$ cat src/rtl/wdog_pkg.sv
package wdog_pkg;
  localparam int unsigned OFF_LOAD  = 32'h000;
  localparam int unsigned OFF_COUNT = 32'h004;
  localparam int unsigned OFF_CTRL  = 32'h008;
  localparam int unsigned OFF_CLEAR = 32'h00C;
  localparam int unsigned OFF_RAW   = 32'h010;
  localparam int unsigned OFF_MASK  = 32'h014;
  localparam int unsigned OFF_GATE  = 32'hC00;
  localparam logic [31:0] GATE_KEY  = 32'h1ACCE551;

  typedef struct packed {
    logic rst_en;
    logic cnt_en;
  } wdog_ctrl_t;
endpackage

$ cat src/rtl/wdog_regs.sv
module wdog_regs
  import wdog_pkg::*;
#(
  parameter int ADDR_W = 12,
  parameter int DATA_W = 32
) (
  input  logic              clk,
  input  logic              rst,
  input  logic              sel,
  input  logic              wr,
  input  logic [ADDR_W-1:0] addr,
  input  logic [DATA_W-1:0] wdata,
  output logic [DATA_W-1:0] load_q,
  output wdog_ctrl_t        ctrl_q,
  output logic              locked_q,
  output logic              ld_stb,
  output logic              clr_stb,
  output logic [DATA_W-1:0] ld_val
);
  localparam logic [DATA_W-1:0] LOAD_RST = '1;
  localparam logic [DATA_W-1:0] LOAD_MIN = DATA_W'(1);

  logic wr_go, hit_load, hit_ctrl, hit_clear, hit_gate;

  assign wr_go     = sel && wr;
  assign hit_load  = addr == ADDR_W'(OFF_LOAD);
  assign hit_ctrl  = addr == ADDR_W'(OFF_CTRL);
  assign hit_clear = addr == ADDR_W'(OFF_CLEAR);
  assign hit_gate  = addr == ADDR_W'(OFF_GATE);

  assign ld_stb  = wr_go && !locked_q && hit_load;
  assign clr_stb = wr_go && !locked_q && hit_clear;
  assign ld_val  = (wdata == '0) ? LOAD_MIN : wdata;

  always_ff @(posedge clk) begin
    if (rst) begin
      load_q   <= LOAD_RST;
      ctrl_q   <= '0;
      locked_q <= 1'b0;
    end else begin
      if (wr_go && hit_gate) locked_q <= (wdata != DATA_W'(GATE_KEY));
      if (ld_stb) load_q <= ld_val;
      if (wr_go && !locked_q && hit_ctrl) begin
        ctrl_q.cnt_en <= wdata[0];
        ctrl_q.rst_en <= wdata[1];
      end
    end
  end

  // a closed gate keeps load and control unchanged
  assert_gate_holds_R9: assert property (@(posedge clk) disable iff (rst)
    locked_q && sel && wr && !hit_gate |=> $stable(load_q) && $stable(ctrl_q));

  // a stored load is never zero
  assert_load_nonzero_R10: assert property (@(posedge clk) disable iff (rst)
    ld_stb |=> load_q != '0);
endmodule

$ cat src/rtl/wdog_core.sv
module wdog_core #(
  parameter int DATA_W = 32
) (
  input  logic              clk,
  input  logic              rst,
  input  logic              cnt_en,
  input  logic              rst_en,
  input  logic              ld_stb,
  input  logic [DATA_W-1:0] ld_val,
  input  logic              clr_stb,
  input  logic [DATA_W-1:0] load_q,
  output logic [DATA_W-1:0] cnt_q,
  output logic              raw_q,
  output logic              wrst_q
);
  localparam logic [DATA_W-1:0] CNT_RST = '1;

  logic expire;
  assign expire = cnt_en && !ld_stb && !clr_stb && (cnt_q == '0);

  always_ff @(posedge clk) begin
    if (rst) begin
      cnt_q  <= CNT_RST;
      raw_q  <= 1'b0;
      wrst_q <= 1'b0;
    end else begin
      if (ld_stb)       cnt_q <= ld_val;
      else if (clr_stb) cnt_q <= load_q;
      else if (cnt_en)  cnt_q <= (cnt_q == '0) ? load_q : cnt_q - 1'b1;

      if (clr_stb)     raw_q <= 1'b0;
      else if (expire) raw_q <= 1'b1;

      if (expire && raw_q && rst_en) wrst_q <= 1'b1;
    end
  end

  assert_count_step_R3: assert property (@(posedge clk) disable iff (rst)
    cnt_en && !ld_stb && !clr_stb && cnt_q != '0 |=> cnt_q == $past(cnt_q) - 1'b1);

  assert_hold_R3: assert property (@(posedge clk) disable iff (rst)
    !cnt_en && !ld_stb && !clr_stb |=> $stable(cnt_q));

  assert_first_expiry_R4: assert property (@(posedge clk) disable iff (rst)
    expire && !raw_q |=> raw_q && cnt_q == $past(load_q));

  assert_reset_sticky_R5: assert property (@(posedge clk) disable iff (rst)
    wrst_q |=> wrst_q);

  assert_no_reset_R6: assert property (@(posedge clk) disable iff (rst)
    expire && !rst_en && !wrst_q |=> !wrst_q);

  assert_clear_R7: assert property (@(posedge clk) disable iff (rst)
    clr_stb |=> !raw_q && cnt_q == $past(load_q));

  assert_reload_R10: assert property (@(posedge clk) disable iff (rst)
    ld_stb |=> cnt_q == $past(ld_val));
endmodule

$ cat src/rtl/wdog_rdmux.sv
module wdog_rdmux
  import wdog_pkg::*;
#(
  parameter int ADDR_W = 12,
  parameter int DATA_W = 32
) (
  input  logic              clk,
  input  logic              rst,
  input  logic              sel,
  input  logic              wr,
  input  logic [ADDR_W-1:0] addr,
  input  logic [DATA_W-1:0] load_q,
  input  logic [DATA_W-1:0] cnt_q,
  input  wdog_ctrl_t        ctrl_q,
  input  logic              raw_q,
  input  logic              locked_q,
  output logic [DATA_W-1:0] rdata_q
);
  logic [DATA_W-1:0] rd_next;

  always_comb begin
    rd_next = '0;
    if (sel && !wr) begin
      if (addr == ADDR_W'(OFF_LOAD))  rd_next = load_q;
      if (addr == ADDR_W'(OFF_COUNT)) rd_next = cnt_q;
      if (addr == ADDR_W'(OFF_CTRL))  rd_next = DATA_W'({ctrl_q.rst_en, ctrl_q.cnt_en});
      if (addr == ADDR_W'(OFF_RAW))   rd_next = DATA_W'(raw_q);
      if (addr == ADDR_W'(OFF_MASK))  rd_next = DATA_W'(raw_q & ctrl_q.cnt_en);
      if (addr == ADDR_W'(OFF_GATE))  rd_next = DATA_W'(locked_q);
    end
  end

  always_ff @(posedge clk) begin
    if (rst) rdata_q <= '0;
    else     rdata_q <= rd_next;
  end

  // an idle bus cycle yields zero read data
  assert_idle_zero_R2: assert property (@(posedge clk) disable iff (rst)
    !sel |=> rdata_q == '0);
endmodule

$ cat src/rtl/wdog_twostage.sv
module wdog_twostage
  import wdog_pkg::*;
#(
  parameter int ADDR_W = 12,
  parameter int DATA_W = 32
) (
  input  logic              clk,
  input  logic              rst,
  input  logic              bus_sel,
  input  logic              bus_wr,
  input  logic [ADDR_W-1:0] bus_addr,
  input  logic [DATA_W-1:0] bus_wdata,
  output logic [DATA_W-1:0] bus_rdata,
  output logic              irq_o,
  output logic              wdt_rst_o
);
  logic [DATA_W-1:0] load_q, cnt_q, ld_val;
  wdog_ctrl_t        ctrl_q;
  logic              locked_q, ld_stb, clr_stb, raw_q, wrst_q;

  wdog_regs #(.ADDR_W(ADDR_W), .DATA_W(DATA_W)) u_regs (
    .clk(clk), .rst(rst), .sel(bus_sel), .wr(bus_wr), .addr(bus_addr),
    .wdata(bus_wdata), .load_q(load_q), .ctrl_q(ctrl_q), .locked_q(locked_q),
    .ld_stb(ld_stb), .clr_stb(clr_stb), .ld_val(ld_val)
  );

  wdog_core #(.DATA_W(DATA_W)) u_core (
    .clk(clk), .rst(rst), .cnt_en(ctrl_q.cnt_en), .rst_en(ctrl_q.rst_en),
    .ld_stb(ld_stb), .ld_val(ld_val), .clr_stb(clr_stb), .load_q(load_q),
    .cnt_q(cnt_q), .raw_q(raw_q), .wrst_q(wrst_q)
  );

  wdog_rdmux #(.ADDR_W(ADDR_W), .DATA_W(DATA_W)) u_rdmux (
    .clk(clk), .rst(rst), .sel(bus_sel), .wr(bus_wr), .addr(bus_addr),
    .load_q(load_q), .cnt_q(cnt_q), .ctrl_q(ctrl_q), .raw_q(raw_q),
    .locked_q(locked_q), .rdata_q(bus_rdata)
  );

  assign irq_o     = raw_q & ctrl_q.cnt_en;
  assign wdt_rst_o = wrst_q;
endmodule

$ cat config.mk
export PLATFORM = sky130hd
export DESIGN_NAME = wdog_twostage
export DESIGN_NICKNAME = d
export VERILOG_FILES = /design/src/rtl/wdog_pkg.sv /design/src/rtl/wdog_regs.sv /design/src/rtl/wdog_core.sv /design/src/rtl/wdog_rdmux.sv /design/src/rtl/wdog_twostage.sv
export SDC_FILE = /design/constraint.sdc
export NUM_CORES = 1
export LEC_CHECK = 0
export ABC_AREA = 1
export BUFFER_PORTS_ARGS = -buffer_cell sky130_fd_sc_hd__buf_2
export CORE_ASPECT_RATIO = 1.75
export CORE_MARGIN = 4
export CORE_UTILIZATION = 47
export DETAILED_ROUTE_END_ITERATION = 8
export PLACE_DENSITY = 0.71
export REMOVE_ABC_BUFFERS = 1
export SETUP_SLACK_MARGIN = 0.1
export SLEW_MARGIN = 20
export SYNTH_ARGS = -nofsm -noshare
export SYNTH_HDL_FRONTEND = slang
export SYNTH_SLANG_ARGS = --single-unit
$ cat constraint.sdc
create_clock -name clk -period 2.4 [get_ports clk]
set_clock_uncertainty 0.05 [all_clocks]
set_input_delay 0.48 -clock clk [delete_from_list [all_inputs] [get_ports clk]]
set_output_delay 0.48 -clock clk [all_outputs]
set_load 0.1 [all_outputs]
==> flow_summary.json <==
{
  "crit_top_cell": "nand2_1",
  "fmax_mhz": 472,
  "final_util": 0.552,
  "cp-start-kind": "flip-flop",
  "dieArea_um2": 14200,
  "synth.most_common_cell": "nand2_1",
  "synthXorXnorAreaFrac": 0.0183,
  "max-cap-violations": 0,
  "use_met3": 0.0389,
  "dr_total_vias": 6075,
  "clk_path_buf_depth": 2,
  "grt_antenna_before_repair": 0,
  "drive_above_1_share": 0.134,
  "yosys_warnings": 0,
  "finalSetupTns_ns": 0,
  "place_hpwl_um": 13400,
  "endpoint_kind": "flip-flop",
  "route.antenna.remaining_nets": 0,
  "max-slew-margin-rel": 0.530,
  "routed_wl_um": 18300,
  "top_level_ports": 82,
  "post_cts_buffers": 0,
  "run_status": "completed",
  "synth_top_family_by_area": "simple AND/OR/NAND/NOR gates",
  "drc": 0,
  "rows": 53,
  "synth-seq-cells": 101,
  "hold_start": "bus_wdata[2]",
  "clockRootBuffer": "clkbuf_16",
  "yosys.area_share.simple": 0.380,
  "firstDrtPassIters": 7,
  "hold-worst-slack_ns": 0.319,
  "clk_pin_slew_ns": 0.07,
  "num-nets-final": 1031,
  "cts_htree_levels": 3,
  "hp-class": "input port to flip-flop",
  "leakage_nw": 3.41,
  "detail_route.iter0.violations": 413,
  "grtUsageMet2": 0.478,
  "cts_buffers": 9,
  "grt_pass1_wl_um": 28600,
  "io_buffer_count": 81,
  "syn_to_final_growth_pct": 15.0,
  "yosysTopAreaCellShare": 0.351,
  "grt_max_degree": 67,
  "vdd_drop_max_uv": 336,
  "synth.area.mux_share": 0,
  "final_max_slew_viol_count": 0,
  "avgSynthCellArea_um2": 6.31,
  "synth_edf_count": 0,
  "period_minus_slack_ns": 2.12,
  "finalPower_mw": 3.18,
  "grt_usage": 0.257,
  "crit_type": "flip-flop to flip-flop",
  "worstPathArrival_ns": 2.32,
  "core_region_area_um2": 12000,
  "hold_buffers": 0,
  "cellPowerDensity_nw_per_um2": 481,
  "tightest_slew_ns": 0.706,
  "viasPerCell": 5.28,
  "setup_viol": 0,
  "die_w_um": 91.7,
  "diodes": 0,
  "r2r_start": "u_core.cnt_q[1]",
  "cts.repair.resized": 0,
  "cp.required_ns": 2.60,
  "crit_buf_inv": 1,
  "synth_cell_types": 35,
  "synth_top_cell_by_area": "dfxtp_1",
  "path_delay_family": "simple AND/OR/NAND/NOR gates",
  "die_y_um": 154,
  "wl_per_cell_um": 15.9,
  "top_usage_layer": "met2",
  "ys.flop_type": "dfxtp_1",
  "grt.met1_usage": 0.268,
  "syn_inst": 913,
  "worst-path-max-fanout": 14,
  "async_flop_share": 0,
  "place.gp.congestion": 0.952,
  "synth.cells.most_frequent": "288 x nand2_1, 118 x inv_1, 101 x dfxtp_1",
  "cts_sinks": 101,
  "crit_chain": "inv_1 > ha_1 > nand2_1 > nor2_1 > nand3_2 > nor2_4 > nor2_2 > nand2_1 > nand3_1 > nand2_1 > nand2_1 > nand2_1",
  "slowest_delay_ns": 0.56,
  "grt_pass1_vias": 5872,
  "start_util": 0.480,
  "grt_setup_unrepaired": "false",
  "synth_compound_area_frac": 0.135,
  "synth-adder-area-share": 0.00435,
  "cts_tree": "yes",
  "synth_area_um2": 5760,
  "fin_crit_sh": 0.884,
  "cpMaxStageDelayCell": "nor2_2",
  "seq_area_frac_synth": 0.351,
  "hold_viol_final": 0,
  "synth_area_leaders": "dfxtp_1 35%, nand2_1 19%, inv_1 7.7%, nand3_1 7.1%, nor2_1 6.5%",
  "crit_start": "u_core.cnt_q[1]",
  "overflow": 0,
  "insertion_delay_ns": 0.35
}
==> logic make-up (layout without fill, tap and decap cells) <==
group / Yosys count / after routing
DFF: 101 / 101
adders and majority gates: 2 / 2
buffers and inverters: 159 / 231
and+or+nand+nor: 512 / 513
AOI/OAI and AO/OA: 127 / 127
xor gates and xnor gates: 12 / 12
==> flip-flops by register name (all words and copies together), names as in the netlist <==
name             cells
u_core.cnt_q        32
u_core.raw_q         1
u_core.wrst_q        1
u_rdmux.rdata_q     32
u_regs.ctrl_q        2
u_regs.load_q       32
u_regs.locked_q      1
==> routing by layer <==
layer / vias to the layer above / wire length [um]
met5: - / 0
met4: 0 / 969
met3: 68 / 763
met2: 184 / 9720
met1: 2779 / 6820
li1: 3044 / -
==> cell type report <==
cell class | instances | area [um^2]
Multi-Input combinational cell | 654 | 3100
Tap cell | 165 | 206
Clock inverter | 5 | 37.5
Fill cell | 1262 | 5380
Timing Repair Buffer | 95 | 573
Sequential cell | 101 | 2020
Clock buffer | 11 | 233
Inverter | 120 | 450
==> worst reg2reg max path: cells and delay by family (launching register included) <==
kind	cells	cell delay, ns
flip-flops	1	0.36
buffers and inverters	1	0.09
adder cells (fa/ha/maj)	1	0.19
AND/OR/NAND/NOR	10	1.32
==> worst paths after layout <==
check	endpoint	slack, ns	cells past startpoint
max reg2reg	u_core.cnt_q[15]	0.28	12
min	u_regs.load_q[2]	0.32	3
min reg2reg	u_core.wrst_q	0.41	1
max	u_core.cnt_q[15]	0.28	12
==> report_power, final <==
group	total [mW]	switching [mW]	internal [mW]
clock network	1.37	0.667	0.707
registers	1.67	0.000232	1.67
logic	0.135	0.0888	0.0465
total	3.18	0.756	2.43
==> cells in the final DEF (no fill, tap or decap), drive strengths merged <==
master | Yosys | routed
nor3b | 1 | 1
or2 | 1 | 1
nor3 | 4 | 4
o211ai | 16 | 16
o21ai | 41 | 41
xor2 | 12 | 12
a31oi | 1 | 1
dfxtp | 101 | 101
inv | 120 | 120
nor2 | 109 | 110
nand3 | 86 | 86
clkinv | 0 | 3
and2 | 2 | 2
nor4 | 3 | 3
a211oi | 31 | 31
nand4 | 13 | 13
a211o | 1 | 1
a21oi | 35 | 35
nand2 | 291 | 291
nand3b | 2 | 2
buf | 29 | 95
o21a | 2 | 2
clkinvlp | 0 | 2
ha | 2 | 2
clkbuf | 10 | 11
==> per-stage QoR <==
stage / setup slack, ns / std cells / area, um^2
2_1_floorplan: -0.119 / 874 / 5560
3_3_place_gp: 0.220 / 1134 / 6340
3_5_place_dp: 0.208 / 1134 / 6340
4_1_cts: 0.266 / 1150 / 6620
5_1_grt: 0.148 / 1151 / 6620
6_report: 0.279 / 1151 / 6620
No activity file was read; power rests on OpenSTA's default activity.
